===== config.mk =====
export PLATFORM = sky130hd
export DESIGN_NAME = audio_rx
export DESIGN_NICKNAME = d
export VERILOG_FILES = /design/src/rtl/arx_pkg.sv /design/src/rtl/arx_framer.sv /design/src/rtl/arx_shifter.sv /design/src/rtl/arx_pair.sv /design/src/rtl/audio_rx.sv
export SDC_FILE = /design/constraint.sdc
export NUM_CORES = 1
export LEC_CHECK = 0
export ABC_AREA = 1
export BUFFER_PORTS_ARGS = -buffer_cell sky130_fd_sc_hd__buf_2
export CORE_MARGIN = 5
export CORE_UTILIZATION = 40
export DETAILED_ROUTE_END_ITERATION = 10
export PLACE_DENSITY_LB_ADDON = 0.25
export RECOVER_POWER = 100
export SYNTH_ARGS = -nofsm -noshare
export SYNTH_HDL_FRONTEND = slang
export SYNTH_SLANG_ARGS = --single-unit
export TNS_END_PERCENT = 1

===== constraint.sdc =====
create_clock -name bit_clk -period 2.98 [get_ports bit_clk]
set_clock_uncertainty 0.2 [all_clocks]
set_input_delay 0.596 -clock bit_clk [delete_from_list [all_inputs] [get_ports bit_clk]]
set_output_delay 0.596 -clock bit_clk [all_outputs]
set_load 0.05 [all_outputs]

===== src/rtl/arx_pkg.sv =====
package arx_pkg;

    localparam int SAMPLE_W = 24;

    typedef enum logic [2:0] {
        FMT_LSB16 = 3'b000,
        FMT_LSB20 = 3'b001,
        FMT_MSB24 = 3'b010,
        FMT_I2S24 = 3'b011,
        FMT_LSB24 = 3'b100
    } fmt_e;

    // Decoded view of a format select.
    typedef struct packed {
        logic       lsb_just;  // word ends at the half's last bit
        logic       left_low;  // low frame level means left channel
        logic [1:0] lead;      // bit periods between level change and MSB
        logic [4:0] width;     // word length in bits
    } fmt_cfg_t;

    function automatic fmt_cfg_t decode_fmt(input logic [2:0] sel);
        fmt_cfg_t c;
        c.lsb_just = 1'b0;
        c.left_low = 1'b0;
        c.lead     = 2'd0;
        c.width    = 5'd24;
        case (sel)
            FMT_LSB16: begin c.lsb_just = 1'b1; c.width = 5'd16; end
            FMT_LSB20: begin c.lsb_just = 1'b1; c.width = 5'd20; end
            FMT_LSB24: begin c.lsb_just = 1'b1; end
            FMT_I2S24: begin c.left_low = 1'b1; c.lead = 2'd1; end
            default:   ;
        endcase
        return c;
    endfunction

    // Place a short word at the top of the sample, zero-filling below.
    function automatic logic [SAMPLE_W-1:0] align_word(input logic [SAMPLE_W-1:0] raw,
                                                       input logic [4:0] width);
        case (width)
            5'd16:   return {raw[15:0], 8'h00};
            5'd20:   return {raw[19:0], 4'h0};
            default: return raw;
        endcase
    endfunction

endpackage


===== src/rtl/arx_framer.sv =====
module arx_framer #(
    parameter int CNT_W = 6
) (
    input  logic             clk,
    input  logic             rst,
    input  logic             frame_lvl,
    output logic             lvl_change,
    output logic             half_end,
    output logic             prev_lvl,
    output logic             started,
    output logic [CNT_W-1:0] bit_idx
);
    localparam logic [CNT_W-1:0] POS_MAX = '1;

    logic             lvl_q;
    logic             run_q;
    logic [CNT_W-1:0] pos_q;

    assign lvl_change = (frame_lvl != lvl_q);
    assign half_end   = lvl_change && run_q;
    assign prev_lvl   = lvl_q;
    assign started    = run_q;
    assign bit_idx    = lvl_change ? '0 : pos_q;

    always_ff @(posedge clk) begin
        if (rst) begin
            lvl_q <= 1'b0;
            run_q <= 1'b0;
            pos_q <= '0;
        end else begin
            lvl_q <= frame_lvl;
            if (lvl_change) begin
                run_q <= 1'b1;
                pos_q <= CNT_W'(1);
            end else if (pos_q != POS_MAX) begin
                pos_q <= pos_q + CNT_W'(1);
            end
        end
    end

    // once a frame boundary has been seen, tracking stays active
    a_r8_started_sticky: assert property (@(posedge clk) disable iff (rst)
        started |=> started);

endmodule


===== src/rtl/arx_shifter.sv =====
module arx_shifter
    import arx_pkg::*;
#(
    parameter int CNT_W = 6
) (
    input  logic                clk,
    input  logic                rst,
    input  logic                ser_bit,
    input  logic                lvl_change,
    input  logic [CNT_W-1:0]    bit_idx,
    input  logic                lsb_just,
    input  logic [1:0]          lead,
    input  logic [4:0]          width,
    output logic [SAMPLE_W-1:0] word
);
    localparam int IDX_W = CNT_W + 1;

    logic [SAMPLE_W-1:0] sh_q;
    logic [IDX_W-1:0]    idx_x;
    logic [IDX_W-1:0]    lead_x;
    logic                in_window;

    assign idx_x     = IDX_W'(bit_idx);
    assign lead_x    = IDX_W'(lead);
    assign in_window = lsb_just ||
                       ((idx_x >= lead_x) && (idx_x < lead_x + IDX_W'(SAMPLE_W)));

    always_ff @(posedge clk) begin
        if (rst) begin
            sh_q <= '0;
        end else if (lvl_change) begin
            sh_q <= in_window ? SAMPLE_W'(ser_bit) : '0;
        end else if (in_window) begin
            sh_q <= {sh_q[SAMPLE_W-2:0], ser_bit};
        end
    end

    assign word = align_word(sh_q, width);

    // short words always leave the low bits of the sample clear
    a_r1_short_low_zero: assert property (@(posedge clk) disable iff (rst)
        (width == 5'd16) |-> (word[7:0] == 8'h00));

endmodule


===== src/rtl/arx_pair.sv =====
module arx_pair
    import arx_pkg::*;
(
    input  logic                clk,
    input  logic                rst,
    input  logic                half_end,
    input  logic                end_left,
    input  logic                started,
    input  logic [SAMPLE_W-1:0] word,
    output logic [SAMPLE_W-1:0] left_out,
    output logic [SAMPLE_W-1:0] right_out,
    output logic                valid
);
    logic [SAMPLE_W-1:0] stage_l;
    logic                have_left;
    logic                armed_q;

    always_ff @(posedge clk) begin
        if (rst) begin
            stage_l   <= '0;
            have_left <= 1'b0;
            left_out  <= '0;
            right_out <= '0;
            valid     <= 1'b0;
            armed_q   <= 1'b0;
        end else begin
            armed_q <= 1'b1;
            valid   <= 1'b0;
            if (half_end) begin
                if (end_left) begin
                    stage_l   <= word;
                    have_left <= 1'b1;
                end else if (have_left) begin
                    left_out  <= stage_l;
                    right_out <= word;
                    valid     <= 1'b1;
                    have_left <= 1'b0;
                end
            end
        end
    end

    // strobe lasts a single cycle
    a_r7_single_pulse: assert property (@(posedge clk) disable iff (rst)
        valid |=> !valid);

    // strobe only follows a completed half
    a_r7_after_half_end: assert property (@(posedge clk) disable iff (rst)
        valid |-> $past(half_end));

    // no pair before frame tracking has started
    a_r8_valid_needs_start: assert property (@(posedge clk) disable iff (rst)
        valid |-> started);

    // outputs hold between strobes
    a_r10_hold: assert property (@(posedge clk) disable iff (rst || !armed_q)
        !valid |-> ($stable(left_out) && $stable(right_out)));

endmodule


===== src/rtl/audio_rx.sv =====
module audio_rx
    import arx_pkg::*;
#(
    parameter int CNT_W = 6
) (
    input  logic                bit_clk,
    input  logic                rst,
    input  logic [2:0]          fmt,
    input  logic                frame_clk,
    input  logic                ser_data,
    output logic [SAMPLE_W-1:0] left_out,
    output logic [SAMPLE_W-1:0] right_out,
    output logic                valid
);
    fmt_cfg_t            cfg;
    logic                lvl_change;
    logic                half_end;
    logic                prev_lvl;
    logic                started;
    logic [CNT_W-1:0]    bit_idx;
    logic [SAMPLE_W-1:0] word;
    logic                end_left;

    assign cfg      = decode_fmt(fmt);
    assign end_left = (prev_lvl == !cfg.left_low);

    arx_framer #(.CNT_W(CNT_W)) u_framer (
        .clk        (bit_clk),
        .rst        (rst),
        .frame_lvl  (frame_clk),
        .lvl_change (lvl_change),
        .half_end   (half_end),
        .prev_lvl   (prev_lvl),
        .started    (started),
        .bit_idx    (bit_idx)
    );

    arx_shifter #(.CNT_W(CNT_W)) u_shifter (
        .clk        (bit_clk),
        .rst        (rst),
        .ser_bit    (ser_data),
        .lvl_change (lvl_change),
        .bit_idx    (bit_idx),
        .lsb_just   (cfg.lsb_just),
        .lead       (cfg.lead),
        .width      (cfg.width),
        .word       (word)
    );

    arx_pair u_pair (
        .clk       (bit_clk),
        .rst       (rst),
        .half_end  (half_end),
        .end_left  (end_left),
        .started   (started),
        .word      (word),
        .left_out  (left_out),
        .right_out (right_out),
        .valid     (valid)
    );

endmodule


==> impl_metrics.json, run 1 <==
{
  "viasPerCell": 4.99,
  "vias": 3884,
  "hold_path.class": "primary input to flop",
  "cts_inserted_buffers": 9,
  "grt_pass1_wl_mm": 17.5,
  "yosysWarnings": 0,
  "antennaDiodeCount": 0,
  "cp_cell_sequence": "xnor2_1, buf_4, nor2_2, nand3_1, buf_12, o21ai_0, a21oi_1",
  "ys.flop_type": "dfxtp_1",
  "critPathBufInv": 2,
  "worstPathRequired_ps": 3040,
  "peakVddDrop_uv": 230,
  "cp_slowest_cell": "nand3_1",
  "final_common_cell": "dfxtp_1",
  "clockBufferDepth": 2,
  "antenna_left": 0,
  "ys_async_sr_fraction_pct": 0,
  "ff2ff_setup_slack_ps": 500,
  "cts_max_level": 3,
  "maxCapViolations": 0,
  "crit_start": "u_framer.prev_lvl",
  "criticalPathCategory": "flop to flop",
  "period_minus_slack_ps": 2480,
  "num_io_pins": 56,
  "drc_errors": 0,
  "endpoint_kind": "flop",
  "dieWidth_um": 115,
  "synth_nets": 606,
  "place_inst": 764,
  "critPathTopFamily": "simple AND/OR/NAND/NOR gates",
  "wl_per_cell_um": 13.6,
  "final_cell_mix": "dfxtp_1, nor2_1, inv_1, nand2_1, a21oi_1",
  "ctsHoldBuffers": 0,
  "initial_core_util_pct": 40.7,
  "setup.worst_path.end": "u_pair.left_out[7]",
  "place_area_um2": 4790,
  "hold_violations": 0,
  "finalSetupViolations": 0,
  "synthCells": 597,
  "fin_setup_tns_ps": 0,
  "grt-ovfl-total": 0,
  "numClockSinks": 106,
  "grt_pass1_vias": 3593,
  "status": "finished, final reports clean",
  "max_freq_mhz": 404,
  "num_rows": 38,
  "fp.dieH_um": 115,
  "ys_seq_elements": 106,
  "tightest_slew_ps": 1380,
  "area_delta_synth_final_pct": 11.6,
  "clk_latency_ps": 370,
  "maxSlewViolCount": 0,
  "r2r_cells": 7,
  "wirelength_mm": 10.6,
  "cp.arrival_ps": 2540,
  "slowest_delay_ps": 530,
  "syn_area_per_cell_um2": 7.39,
  "antenna_found_initial": 0,
  "grt_max_degree": 73,
  "startpoint_type": "flop",
  "synth_edf_count": 0,
  "stdcell_count": 779,
  "gp_congestion": 0.861,
  "cts_tree": "built",
  "finalCritPeriodShare_pct": 83.1,
  "grt.total_usage_pct": 16.3,
  "root_buffer": "clkbuf_8",
  "dr.first_iter.drc_count": 271,
  "synth_area_um2": 4410,
  "core_area_um2": 10800,
  "io_buffers": 55,
  "finalNetCount": 644,
  "fin_area_um2": 4920,
  "dp_hpwl_mm": 7.33,
  "cts_setup_buffers": 0,
  "r2r-end": "u_pair.left_out[7]",
  "rr_startpoint": "u_framer.prev_lvl",
  "path_max_fanout": 46,
  "ys_types": 29,
  "die-area_um2": 13200,
  "powerDensity_nw_per_um2": 518,
  "cts_resized": 0,
  "p_leak_nw": 1.90,
  "clkTransAtPathRegs_ps": 100,
  "rsz0062_at_grt": "no",
  "first_pass_iters": 5,
  "crit_cells": 7,
  "maxSlewHeadroom_pct": 8.02,
  "seq_area_frac_synth_pct": 48.1,
  "drive_gt1_share_pct": 5.95
}
## worst min path at each step
| stage | start | endpoint | slack [ps] | cells after the start |
|---|---|---|---|---|
| finish | frame_clk | u_framer.prev_lvl | 240 | 3 |
| global route | ser_data | u_shifter.sh_q[0] | 250 | 3 |
| CTS | frame_clk | u_framer.prev_lvl | 240 | 3 |
| detailed placement | u_pair.left_out[6] | u_pair.left_out[6] | 240 | 2 |
| global placement | u_pair.left_out[7] | u_pair.left_out[7] | 230 | 2 |
| floorplan | u_framer.started | u_framer.started | 240 | 2 |
## stage by stage
step | setup WS, ps | hold slack, ps | total power [mW] | util [%]
6_report | 504 | 240 | 2.55 | 45.4
5_1_grt | 268 | 246 | 2.65 | 45.4
4_1_cts | 724 | 236 | 2.57 | 46.1
3_5_place_dp | 374 | 237 | 1.67 | 44.2
3_3_place_gp | 424 | 231 | 1.67 | 44.2
2_1_floorplan | 532 | 244 | 1.63 | -
## synthesized netlist by cell type, types with 2 or more instances
| cell type | instances | share of area [%] |
|---|---|---|
| nor2_1 | 99 | 8.4 |
| nand3_1 | 24 | 2.7 |
| a21oi_1 | 63 | 7.2 |
| inv_1 | 77 | 6.6 |
| inv_2 | 4 | 0.34 |
| o221ai_1 | 15 | 3.0 |
| o21ai_1 | 6 | 0.68 |
| o22ai_1 | 4 | 0.57 |
| dfxtp_1 | 106 | 48 |
| o21ai_0 | 58 | 6.6 |
| nor3_1 | 2 | 0.23 |
| nand4_1 | 20 | 2.8 |
| buf_1 | 2 | 0.17 |
| nand2_1 | 66 | 5.6 |
| ha_1 | 2 | 0.57 |
| buf_2 | 15 | 1.7 |
| nand3_2 | 2 | 0.45 |
| clkbuf_1 | 21 | 1.8 |
## cell type report
type | instances | area, µm²
clock buffer | 11 | 151
timing repair buffer | 66 | 318
clock inverter | 4 | 51.3
fill | 1150 | 5920
sequential | 106 | 2120
tap | 140 | 175
multi-input combinational | 370 | 1790
inverter | 82 | 308
## logic make-up (layout without fill, tap and decap cells)
kind of cell | count (synthesis) | after routing | synth area share (%)
and+or+nand+nor | 216 | 216 | 20.9
AOI/OAI and AO/OA | 149 | 149 | 18.6
buffers and inverters | 121 | 163 | 10.9
DFF | 106 | 106 | 48.1
xor gates and xnor gates | 3 | 3 | 0.937
adders and majority gates | 2 | 2 | 0.567
## registers in the layout, indices dropped and copies added (netlist names)
signal	count
u_framer.started	1
u_pair.right_out	24
u_pair.left_out	24
u_framer.pos_q	6
u_pair.stage_l	24
u_pair.valid	1
u_framer.prev_lvl	1
u_pair.have_left	1
u_shifter.sh_q	24
## worst register-to-register path: stages (launching register included)
cell,delay [ps]
dfxtp_1,410
xnor2_1,100
buf_4,250
nor2_2,190
nand3_1,530
buf_12,400
o21ai_0,220
a21oi_1,60
## routing by layer
metal	vias to the layer above	share of wire, %	track usage, %
li1	2025	-	-
met1	1733	48	22.0
met5	-	0	0
met2	110	45	25.3
met3	16	5.0	3.26
met4	0	2.1	7.28
## power by group
| group | switching (mW) | leakage, nW | total [mW] | internal, mW |
|---|---|---|---|---|
| Clock | 0.482 | 0.101 | 0.912 | 0.430 |
| Sequential | 0.0150 | 0.857 | 1.46 | 1.44 |
| Combinational | 0.136 | 0.944 | 0.179 | 0.0438 |
Power figures use the tool's default switching activity.
==> inputs of run 2 (changes only) <==
clock period = 2.15 ns   (was 2.98 ns; I/O delays follow)
==> run 2 against run 1 <==
Flip-flop and latch count unchanged. Non-clock buffer count increased by 9. Sequential share of layout area decreased by 0.78 points. Critical path depth unchanged. Worst setup slack got worse by 340 ps. Maximum frequency increased by 24%. Final cell count increased by 1.3%. Core utilization increased by 0.87 points.
==> impl_metrics.json, run 2 (synthesis results as in run 1) <==
{
  "drive_gt1_share_pct": 7.24,
  "startpoint_type": "flop",
  "maxCapViolations": 0,
  "num_rows": 38,
  "use_met3_pct": 2.63,
  "grt.total_usage_pct": 16.1,
  "finalSetupViolations": 0,
  "cts_max_level": 3,
  "dp_hpwl_mm": 7.43,
  "first_pass_iters": 5,
  "clk_latency_ps": 380,
  "num_io_pins": 56,
  "ctsHoldBuffers": 0,
  "gp_congestion": 0.847,
  "grt_max_degree": 73,
  "wirelength_mm": 10.5,
  "antenna_found_initial": 0,
  "fp.dieH_um": 115,
  "hold_violations": 0,
  "finalNetCount": 653,
  "place_area_um2": 4910,
  "maxSlewHeadroom_pct": 59.1,
  "final_cell_mix": "dfxtp_1, nor2_1, inv_1, nand2_1, a21oi_1",
  "dr.first_iter.drc_count": 263,
  "dp_slack_ps": 13.9,
  "wl_per_cell_um": 13.3,
  "maxSlewViolCount": 0,
  "final_common_cell": "dfxtp_1",
  "antenna_left": 0,
  "cts_inserted_buffers": 9,
  "busiest_layer": "met2",
  "met1_usage_pct": 22.5,
  "criticalPathCategory": "flop to flop",
  "cp.arrival_ps": 2050,
  "setup_slack_ps": 160,
  "tightest_slew_ps": 616,
  "path_max_fanout": 47,
  "area_delta_synth_final_pct": 13.7,
  "cts_tree": "built",
  "drc_errors": 0,
  "root_buffer": "clkbuf_8",
  "peakVddDrop_uv": 254,
  "fin_util_pct": 46.2,
  "io_buffers": 55,
  "viasPerCell": 4.97,
  "grt_pass1_vias": 3537,
  "worstPathRequired_ps": 2210,
  "fin_setup_tns_ps": 0,
  "antennaDiodeCount": 0,
  "cts_setup_buffers": 0,
  "grtUsageMet2_pct": 24.7,
  "rsz0062_at_grt": "no",
  "powerDensity_nw_per_um2": 684,
  "fillers": 1136,
  "grt_pass1_wl_mm": 17.4,
  "finalCritPeriodShare_pct": 92.6,
  "clockBufferDepth": 2,
  "die-area_um2": 13200,
  "dieWidth_um": 115,
  "fin_area_um2": 5010,
  "vias": 3921,
  "p_leak_nw": 1.95,
  "grt-ovfl-total": 0,
  "clkTransAtPathRegs_ps": 90,
  "core_area_um2": 10800,
  "initial_core_util_pct": 40.7,
  "max_freq_mhz": 502,
  "cts_resized": 0,
  "numClockSinks": 106,
  "endpoint_kind": "flop",
  "period_minus_slack_ps": 1990,
  "status": "finished, final reports clean",
  "hold_path.class": "primary input to flop"
}
run 2: routing by layer:
layer	vias up	wire length (µm)	part of all wire, %
li1	2041	-	-
met1	1771	5080	48
met2	86	4660	45
met3	23	478	4.6
met4	0	254	2.4
met5	-	0	0
run 2: report_power, final:
| group | total (mW) | leakage, nW | switching [mW] | internal (mW) |
|---|---|---|---|---|
| sequential | 2.02 | 0.857 | 0.0211 | 2.00 |
| combinational | 0.269 | 1.00 | 0.192 | 0.0776 |
| clock | 1.14 | 0.0859 | 0.652 | 0.488 |
| total | 3.43 | 1.95 | 0.864 | 2.57 |
run 2: final timing paths:
kind / depth (start not counted) / start / slack, ps / endpoint
worst max-delay path: 7 / u_framer.prev_lvl / 160 / u_pair.right_out[2]
worst min-delay path: 3 / ser_data / 90 / u_shifter.sh_q[0]
worst max register to register: 7 / u_framer.prev_lvl / 160 / u_pair.right_out[2]
worst min register to register: 2 / u_pair.left_out[13] / 250 / u_pair.left_out[13]
run 2: cell type report:
type / count / area (µm²) / area share (%)
well taps: 140 / 175 / 3.49
multi-input cells: 370 / 1810 / 36.0
inverters: 82 / 308 / 6.14
clock inverters: 3 / 23.8 / 0.474
flip-flops and latches: 106 / 2120 / 42.4
clock buffers: 13 / 159 / 3.17
repair buffers: 75 / 419 / 8.36
run 2: critical path, stage by stage, from the launching register on:
cell and delay [ps]:
dfxtp_2 370, xnor2_4 130, clkbuf_1 160, nor2_2 190, nand3_1 270, buf_12 270
o21ai_0 220, a21oi_1 60
run 2: stage by stage:
| stage | hold slack, ps | power (mW) | cells |
|---|---|---|---|
| 3_5_place_dp | 235 | 2.34 | 773 |
| 5_1_grt | 104 | 3.59 | 789 |
| 6_report | 86.6 | 3.43 | 789 |
| 2_1_floorplan | 244 | 2.26 | 597 |
| 3_3_place_gp | 230 | 2.34 | 773 |
| 4_1_cts | 88.8 | 3.48 | 789 |
==> inputs of run 3 (changes only) <==
RECOVER_POWER = unset   (was 100)
==> run 3 against run 2 <==
Wire length decreased by 0.74%. Sequential power about the same. Critical path type unchanged. Highest routed layer unchanged. Clock power barely moved. Worst setup slack gained 77 ps. Combinational power rose by 3%. Power is 0.12% higher. Critical endpoint is now u_shifter.sh_q[8].
==> impl_metrics.json, run 3 (synthesis results as in run 1) <==
{
  "status": "finished, final reports clean",
  "num_io_pins": 56,
  "p_leak_nw": 2.17,
  "cts_setup_buffers": 0,
  "root_buffer": "clkbuf_8",
  "cp.arrival_ps": 1970,
  "startpoint_type": "flop",
  "grt_pass1_vias": 3537,
  "drc_errors": 0,
  "clk_latency_ps": 370,
  "cp_slowest_cell": "dfxtp_2",
  "period_minus_slack_ps": 1910,
  "antennaDiodeCount": 0,
  "dp_hpwl_mm": 7.43,
  "path_common_cell": "nand2_1",
  "criticalPathCategory": "flop to flop",
  "worstHoldStart": "ser_data",
  "cts_resized": 0,
  "hold_path.class": "primary input to flop",
  "finalNetCount": 653,
  "maxSlewHeadroom_pct": 75.7,
  "io_buffers": 55,
  "fin_util_pct": 47.0,
  "first_pass_iters": 4,
  "core_area_um2": 10800,
  "finalCritPeriodShare_pct": 89.0,
  "cts_max_level": 3,
  "clockBufferDepth": 2,
  "die-area_um2": 13200,
  "viasPerCell": 4.99,
  "wirelength_mm": 10.4,
  "grt-ovfl-total": 0,
  "grt_pass1_wl_mm": 17.4,
  "final_cell_mix": "dfxtp_1, nor2_1, inv_1, nand2_1, a21oi_1",
  "maxSlewViolCount": 0,
  "cts_tree": "built",
  "maxCapViolations": 0,
  "path_max_fanout": 11,
  "vias": 3937,
  "num_rows": 38,
  "cts_inserted_buffers": 9,
  "fin_setup_tns_ps": 0,
  "dr.first_iter.drc_count": 260,
  "finalSetupViolations": 0,
  "tightest_slew_ps": 364,
  "antenna_found_initial": 0,
  "fp.dieH_um": 115,
  "antenna_left": 0,
  "cp_cell_sequence": "xnor2_4, nand2_1, ha_1, nor2_1, nand2_1, nand2_2, nand2_1, buf_4, nand3_1, a21oi_1",
  "power.total_mw": 3.43,
  "powerDensity_nw_per_um2": 674,
  "r2r-end": "u_shifter.sh_q[8]",
  "numClockSinks": 106,
  "initial_core_util_pct": 40.7,
  "stdcell_count": 789,
  "gp_congestion": 0.847,
  "hold_depth": 3,
  "r2r_cells": 10,
  "place_inst": 773,
  "grt_max_degree": 73,
  "worstPathRequired_ps": 2210,
  "min_to": "u_shifter.sh_q[0]",
  "ctsHoldBuffers": 0,
  "rsz0062_at_grt": "no",
  "peakVddDrop_uv": 254,
  "hold_violations": 0,
  "clkTransAtPathRegs_ps": 100,
  "slowest_delay_ps": 410,
  "final_common_cell": "dfxtp_1",
  "rr_startpoint": "u_framer.prev_lvl",
  "grt.total_usage_pct": 16.1,
  "wl_per_cell_um": 13.2,
  "area_delta_synth_final_pct": 15.6,
  "ff2ff_setup_slack_ps": 240,
  "endpoint_kind": "flop",
  "drive_gt1_share_pct": 15.7,
  "max_freq_mhz": 523,
  "dieWidth_um": 115
}
==> run 3: cell types whose count changed in the layout (fill, tap and decap cells not counted) <==
cell and delta:
buf_2 +50, buf_4 +2, clkbuf_1 -51, clkbuf_2 -1, inv_1 -1, inv_2 +1, nand2_1 -1, nand2_2 +1
nand3_1 -1, nand3_2 +1, nor2_1 -1, nor2_4 +1
==> run 3: report_power, final <==
| part | internal [mW] | total, mW | switching [mW] |
|---|---|---|---|
| clock network | 0.488 | 1.14 | 0.647 |
| logic | 0.0834 | 0.278 | 0.195 |
| registers | 2.00 | 2.02 | 0.0212 |
| total | 2.57 | 3.43 | 0.863 |
==> run 3: critical path: cells and delay by family (launching register included) <==
family,cells,cell delay (ps)
and+or+nand+nor,6,510
adders and majority gates,1,290
DFF,1,410
AOI/OAI and AO/OA,1,70
xor gates and xnor gates,1,130
buffers and inverters,1,190
==> run 3: layer usage <==
| layer | GRT usage [%] | wire length [µm] | vias to the layer above |
|---|---|---|---|
| met5 | 0 | 0 | - |
| li1 | - | - | 2046 |
| met2 | 24.7 | 4660 | 83 |
| met4 | 7.04 | 220 | 0 |
| met3 | 2.63 | 443 | 21 |
| met1 | 22.5 | 5070 | 1787 |
==> run 3: final cells by class <==
type                    instances  area (µm²)
flip-flops and latches        106        2120
multi-input cells             370        1820
fillers                      1110        5740
clock inverters                 3        23.8
inverters                      82         308
repair buffers                 75         488
clock buffers                  13         159
well taps                     140         175
==> run 3: how the worst max path moves through the flow <==
stage	startpoint	to	slack [ps]
detailed placement	fmt[2]	u_pair.right_out[2]	10
CTS	u_framer.prev_lvl	u_shifter.sh_q[8]	140
finish	u_framer.prev_lvl	u_shifter.sh_q[8]	240
global placement	fmt[2]	u_pair.right_out[2]	40
global route	u_framer.prev_lvl	u_shifter.sh_q[15]	80
floorplan	frame_clk	u_shifter.sh_q[10]	30
==> run 3: per-stage QoR <==
| step | cell area, µm² | hold WS (ps) | worst slack [ps] |
|---|---|---|---|
| 6_report | 5100 | 87.1 | 237 |
| 3_5_place_dp | 4910 | 235 | 13.9 |
| 5_1_grt | 5100 | 104 | 82.6 |
| 2_1_floorplan | 4430 | 244 | 33.3 |
| 4_1_cts | 5100 | 88.8 | 136 |
| 3_3_place_gp | 4910 | 230 | 40.8 |
